<file path="src/rtl/refp_pkg.sv">
`timescale 1ns/1ps
package refp_pkg;

   typedef enum logic [2:0] {
      ST_IDLE,
      ST_PRE,
      ST_WRP,
      ST_REF,
      ST_WRC,
      ST_DONE
   } refp_state_e;

   typedef struct packed {
      logic cs_n;
      logic ras_n;
      logic cas_n;
      logic we_n;
      logic a10;
   } refp_cmd_t;

   localparam refp_cmd_t CMD_DESEL  = 5'b11110;
   localparam refp_cmd_t CMD_NOP    = 5'b01110;
   localparam refp_cmd_t CMD_PREALL = 5'b00101;
   localparam refp_cmd_t CMD_REFR   = 5'b00010;

   function automatic int ceil_div(input int num, input int den);
      return (num + den - 1) / den;
   endfunction

endpackage

</file>
<file path="src/rtl/refp_interval.sv">
`timescale 1ns/1ps
module refp_interval #(
   parameter int PERIOD_CLKS = 3890
) (
   input  logic clk,
   input  logic rst,
   output logic tick
);
   localparam int CW = $clog2(PERIOD_CLKS);

   logic [CW-1:0] cnt;

   assign tick = (cnt == CW'(PERIOD_CLKS - 1));

   always_ff @(posedge clk) begin
      if (rst)       cnt <= '0;
      else if (tick) cnt <= '0;
      else           cnt <= cnt + 1'b1;
   end
endmodule

</file>
<file path="src/rtl/refp_pending.sv">
`timescale 1ns/1ps
module refp_pending #(
   parameter int MAX_PEND = 8
) (
   input  logic clk,
   input  logic rst,
   input  logic inc,
   input  logic dec,
   output logic nz,
   output logic full
);
   generate
      if (MAX_PEND == 1) begin : g_flag
         logic flag;
         always_ff @(posedge clk) begin
            if (rst)      flag <= 1'b0;
            else if (inc) flag <= 1'b1;
            else if (dec) flag <= 1'b0;
         end
         assign nz   = flag;
         assign full = flag;
      end else begin : g_cnt
         localparam int PW = $clog2(MAX_PEND + 1);
         logic [PW-1:0] cnt;
         logic          up, dn;
         assign full = (cnt == PW'(MAX_PEND));
         assign nz   = (cnt != '0);
         assign up   = inc && (!full || dec);
         assign dn   = dec && nz;
         always_ff @(posedge clk) begin
            if (rst) cnt <= '0;
            else begin
               case ({up, dn})
                  2'b10:   cnt <= cnt + 1'b1;
                  2'b01:   cnt <= cnt - 1'b1;
                  default: cnt <= cnt;
               endcase
            end
         end
      end
   endgenerate
endmodule

</file>
<file path="src/rtl/refp_seq.sv">
`timescale 1ns/1ps
module refp_seq
   import refp_pkg::*;
#(
   parameter int TRP_CLKS = 5,
   parameter int TRC_CLKS = 15
) (
   input  logic      clk,
   input  logic      rst,
   input  logic      grant,
   input  logic      pend_nz,
   output refp_cmd_t cmd,
   output logic      busy,
   output logic      done,
   output logic      fin
);
   localparam int TMAX    = (TRP_CLKS > TRC_CLKS) ? TRP_CLKS : TRC_CLKS;
   localparam int TW      = $clog2(TMAX + 1);
   localparam bit SKIP_RP = (TRP_CLKS < 2);
   localparam int RP_LAST = SKIP_RP ? 0 : TRP_CLKS - 2;
   localparam int RC_LAST = TRC_CLKS - 2;

   refp_state_e   st;
   logic [TW-1:0] tmr;

   assign fin = (st == ST_WRC) && (tmr == TW'(RC_LAST));

   always_ff @(posedge clk) begin
      if (rst) begin
         st  <= ST_IDLE;
         tmr <= '0;
      end else begin
         case (st)
            ST_IDLE: if (grant && pend_nz) st <= ST_PRE;
            ST_PRE: begin
               st  <= SKIP_RP ? ST_REF : ST_WRP;
               tmr <= '0;
            end
            ST_WRP: begin
               if (tmr == TW'(RP_LAST)) st <= ST_REF;
               else                     tmr <= tmr + 1'b1;
            end
            ST_REF: begin
               st  <= ST_WRC;
               tmr <= '0;
            end
            ST_WRC: begin
               if (fin) st <= ST_DONE;
               else     tmr <= tmr + 1'b1;
            end
            ST_DONE: st <= ST_IDLE;
            default: st <= ST_IDLE;
         endcase
      end
   end

   always_comb begin
      case (st)
         ST_PRE:  cmd = CMD_PREALL;
         ST_REF:  cmd = CMD_REFR;
         ST_WRP,
         ST_WRC,
         ST_DONE: cmd = CMD_NOP;
         default: cmd = CMD_DESEL;
      endcase
   end

   assign busy = (st == ST_PRE) || (st == ST_WRP) || (st == ST_REF) || (st == ST_WRC);
   assign done = (st == ST_DONE);
endmodule

</file>
<file path="src/rtl/refresh_pacer.sv">
`timescale 1ns/1ps
module refresh_pacer
   import refp_pkg::*;
#(
   parameter int CLK_MHZ     = 250,
   parameter int WINDOW_US   = 32000,
   parameter int ROWS        = 2048,
   parameter int MARGIN_CLKS = 16,
   parameter int TRP_NS      = 18,
   parameter int TRC_NS      = 60,
   parameter int MAX_PEND    = 8
) (
   input  logic clk,
   input  logic rst,
   input  logic bus_grant,
   output logic cmd_cs_n,
   output logic cmd_ras_n,
   output logic cmd_cas_n,
   output logic cmd_we_n,
   output logic cmd_a10,
   output logic ref_req,
   output logic ref_urgent,
   output logic ref_busy,
   output logic ref_done
);
   localparam int PERIOD_CLKS = (CLK_MHZ * WINDOW_US) / ROWS - MARGIN_CLKS;
   localparam int TRP_CLKS    = ceil_div(TRP_NS * CLK_MHZ, 1000);
   localparam int TRC_CLKS    = ceil_div(TRC_NS * CLK_MHZ, 1000);

   generate
      if (PERIOD_CLKS < 2 * (TRP_CLKS + TRC_CLKS + 2)) begin : g_bad_period
         $error("refresh interval too short for one refresh sequence");
      end
      if (TRC_CLKS < 2) begin : g_bad_trc
         $error("row cycle time must span at least two clocks");
      end
      if (TRP_CLKS < 1) begin : g_bad_trp
         $error("precharge time must span at least one clock");
      end
      if (MAX_PEND < 1) begin : g_bad_pend
         $error("pending limit must be at least one");
      end
   endgenerate

   logic      tick, fin, pend_nz, pend_full;
   refp_cmd_t seq_cmd, bus_cmd;

   refp_interval #(.PERIOD_CLKS(PERIOD_CLKS)) u_intv (
      .clk (clk),
      .rst (rst),
      .tick(tick)
   );

   refp_pending #(.MAX_PEND(MAX_PEND)) u_pend (
      .clk (clk),
      .rst (rst),
      .inc (tick),
      .dec (fin),
      .nz  (pend_nz),
      .full(pend_full)
   );

   refp_seq #(.TRP_CLKS(TRP_CLKS), .TRC_CLKS(TRC_CLKS)) u_seq (
      .clk    (clk),
      .rst    (rst),
      .grant  (bus_grant),
      .pend_nz(pend_nz),
      .cmd    (seq_cmd),
      .busy   (ref_busy),
      .done   (ref_done),
      .fin    (fin)
   );

   assign bus_cmd    = bus_grant ? seq_cmd : CMD_DESEL;
   assign cmd_cs_n   = bus_cmd.cs_n;
   assign cmd_ras_n  = bus_cmd.ras_n;
   assign cmd_cas_n  = bus_cmd.cas_n;
   assign cmd_we_n   = bus_cmd.we_n;
   assign cmd_a10    = bus_cmd.a10;
   assign ref_req    = pend_nz;
   assign ref_urgent = pend_full;
endmodule

</file>
<file path="config.mk">
export PLATFORM = sky130hd
export DESIGN_NAME = refresh_pacer
export DESIGN_NICKNAME = d
export VERILOG_FILES = /design/src/rtl/refp_pkg.sv /design/src/rtl/refp_interval.sv /design/src/rtl/refp_pending.sv /design/src/rtl/refp_seq.sv /design/src/rtl/refresh_pacer.sv
export SDC_FILE = /design/constraint.sdc
export NUM_CORES = 1
export LEC_CHECK = 0
export ABC_CLOCK_PERIOD_IN_PS = 3600
export BUFFER_PORTS_ARGS = -buffer_cell sky130_fd_sc_hd__clkbuf_2
export CORE_MARGIN = 4
export CORE_UTILIZATION = 57
export CTS_CLUSTER_SIZE = 10
export DETAILED_ROUTE_END_ITERATION = 6
export GPL_TIMING_DRIVEN = 1
export HOLD_SLACK_MARGIN = 0.12
export PLACE_DENSITY = 0.79
export REMOVE_ABC_BUFFERS = 1
export SLEW_MARGIN = 20
export SYNTH_ARGS = -nofsm -noshare
export SYNTH_HDL_FRONTEND = slang
export SYNTH_SLANG_ARGS = --single-unit
</file>
<file path="constraint.sdc">
create_clock -name clk -period 3.6 [get_ports clk]
set_clock_uncertainty 0.05 [all_clocks]
set_input_delay 0.72 -clock clk [delete_from_list [all_inputs] [get_ports clk]]
set_output_delay 0.72 -clock clk [all_outputs]
set_load 0.01 [all_outputs]
</file>
==> run metrics <==
1st-iter DRT viols=13; WHS Endpoint=u_intv.cnt[0]; number of global-route vias before repair=923; P_sw=0.0000928 W; global-route wire length before repair=around 4000 um; Crit Reg-Reg Startpoint=u_intv.cnt[0]; # setup viols final=0; flop-to-flop setup slack=0.88 ns; synth unique cells=39; core area=~2000 um^2; worst slew pin tran=approximately 1.1 ns; most frequent cells in the layout=nor2_1, dfxtp_1, xnor2_1, clkbuf_2, inv_1; Max-slew headroom=0.276; CTS Root Buffer Type=clkbuf_4; CP startpoint=u_intv.cnt[0]; Ant. Diodes=0; Die Height=55.1 um; Clock power frac=0.307; total wire length=2260 um; worst r2r dst=u_pend.g_cnt.cnt[2]; hold depth=1; critical path cell sequence=ha_1, nor4bb_1, nand2b_1, nor4_1, o21ai_0, ha_1, xor2_1, ha_1, a21oi_1, xor2_1, or3_1, a21oi_1; Required @ worst endpoint=3.80 ns; via count=1070; average wire per standard cell=12.0 um; CP max FO=5; layout cell share with drive strength beyond 1=0.130; CTS tree=built; drt drc=0; crit-path most repeated cell=ha_1; Syn Area/Cell=8.37 um^2; first-pass iteration count of the detailed router=4; RD Place Congestion=just under 0.8; Worst setup EP type=flop; CTS Buffer Depth=2; Synth async-reset ratio=0; Post-CTS Setup Bufs=0; synthesized flop and latch total=23; Tot GR Track Use=0.174; Max Clk Rate=roughly 370 MHz; fin util=0.663; initial core utilization=0.619; Layout Area Growth over Synthesis=7.13%; Synth Warn #=0; type of the worst min-delay path=flop to flop; Final period util=0.756; antenna violations before repair=0; Combinational Power Share=0.035; Reg area=460 um^2; PortBufs=11; maximum VDD drop=0.195 mV; Flop pwr share=0.658; RSZ-0062 raised after global routing=no; cts hold-fix bufs=0; Pwr Density=between 200 and 300 nW/um^2; WS Path Type=flop to flop; number of I/O pins=12; total gr overflow=0; die area=3030 um^2; Post-synth EDFFs=0; nets=roughly 170; HPWL after DPL=1760 um; clock-pin slew on the worst setup and hold paths=0.13 ns; standby leakage power=a little over 0.5 nW; crit path DAT=2.92 ns; Row Count=16; Max Cap Viol=0; PostCTS Resize Cnt=0; startpoint types=flop; crit path max-delay cell type=dfxtp_1; Worst-Skew Late Latency=0.31 ns; Vias/cell=5.66; Post-Syn Area=between 1000 and 1500 um^2; DRT antenna net count=0; CP peak stage delay=0.44 ns; Final Max Tran Viols=0; area of the multi-input gates=between 700 and 800 um^2; Main synth FF type=dfxtp_1; worst reg-to-reg path cell count=12; hold path start=u_intv.cnt[0]; gate count after technology mapping=151; Final Power=0.000397 W; P_int=0.000304 W; top cells by area, synth=dfxtp_1, nor2_1, xnor2_1; commonest non-fill, non-tap cell in the layout=nor2_1; post-synth top area share=0.364; Synth area leader=dfxtp_1; Die X=55.1 um; final-report hold violation count=0; switching share of power=0.234; filler instances=190; largest net degree at the start of global routing=14; setup TNS=0 ns; status=completed; # clock sinks=23; H-tree Lvls=1; register area share after synthesis=0.364; CTS Buf Count=3; min Tclk post-route=~2.7 ns
## synth_stat cells (4+ instances only)
cell,count
nor2_1,26
xor2_1,4
a21oi_1,5
o21ai_0,6
inv_1,10
nand3_1,8
ha_1,7
nand2_1,8
xnor2_1,11
nor3_1,5
nand2b_1,4
dfxtp_1,23
## worst max-delay path: cells and delay by family (launching register included)
family,cells,cell delay [ns]
XOR/XNOR,2,0.25
AND/OR/NAND/NOR,4,0.86
AO/OA/AOI/OAI,3,0.44
adder cells (fa/ha/maj),3,0.62
flip-flops,1,0.44
## state kept, by name, summed over array words and instances (netlist names)
signal / cells
u_seq.tmr: 4
u_intv.cnt: 12
u_pend.g_cnt.cnt: 4
u_seq.st: 3
## worst max-delay path by stage
stage	to	slack (ns)	cells past startpoint
finish	u_pend.g_cnt.cnt[2]	0.88	12
global route	u_pend.g_cnt.cnt[2]	0.65	10
CTS	u_pend.g_cnt.cnt[2]	0.84	12
detailed placement	u_pend.g_cnt.cnt[2]	0.88	12
global placement	u_pend.g_cnt.cnt[2]	0.96	12
floorplan	u_pend.g_cnt.cnt[2]	1.12	10
## cell families after synthesis
logic type,Yosys count,synth area share
XOR/XNOR,15,0.104
adder cells (fa/ha/maj),7,0.0693
multiplexers,2,0.0168
buffers and inverters,14,0.0505
AO/OA/AOI/OAI,22,0.124
AND/OR/NAND/NOR,68,0.271
flip-flops,23,0.364
## stage by stage
step                hold slack [ns]  area, um^2  worst slack [ns]  instances
finish                        0.463        1350             0.879        189
CTS                           0.467        1350             0.839        189
detailed placement            0.437        1330             0.876        185
global route                  0.487        1350             0.647        189
global placement              0.416        1330             0.957        185
floorplan                     0.394        1240              1.12        147
## per-layer routing
metal / up-vias / wire length, um / track usage
met2: 17 / 1040 / 0.283
met3: 2 / 88 / 0.0268
met4: 0 / 12 / 0.0526
met1: 509 / 1120 / 0.236
li1: 542 / - / -
met5: - / 0 / 0
## power by group through the flow
stage | clock [W] | combinational (W) | sequential, W
4_1_cts | 0.000125 | 0.0000138 | 0.000261
5_1_grt | 0.000133 | 0.0000158 | 0.000262
3_5_place_dp | 0 | 0.0000136 | 0.000267
6_report | 0.000122 | 0.0000138 | 0.000261
3_3_place_gp | 0 | 0.0000129 | 0.000266
2_1_floorplan | 0 | 0.00000803 | 0.000266
## cell type report
| cell class | count | area share |
|---|---|---|
| Multi-Input combinational cell | 114 | 0.546 |
| Clock inverter | 1 | 0.00370 |
| Clock buffer | 3 | 0.0166 |
| Timing Repair Buffer | 11 | 0.0407 |
| Tap cell | 27 | 0.0250 |
| Sequential cell | 23 | 0.340 |
| Inverter | 10 | 0.0277 |
(Power assumes the default switching activity.)
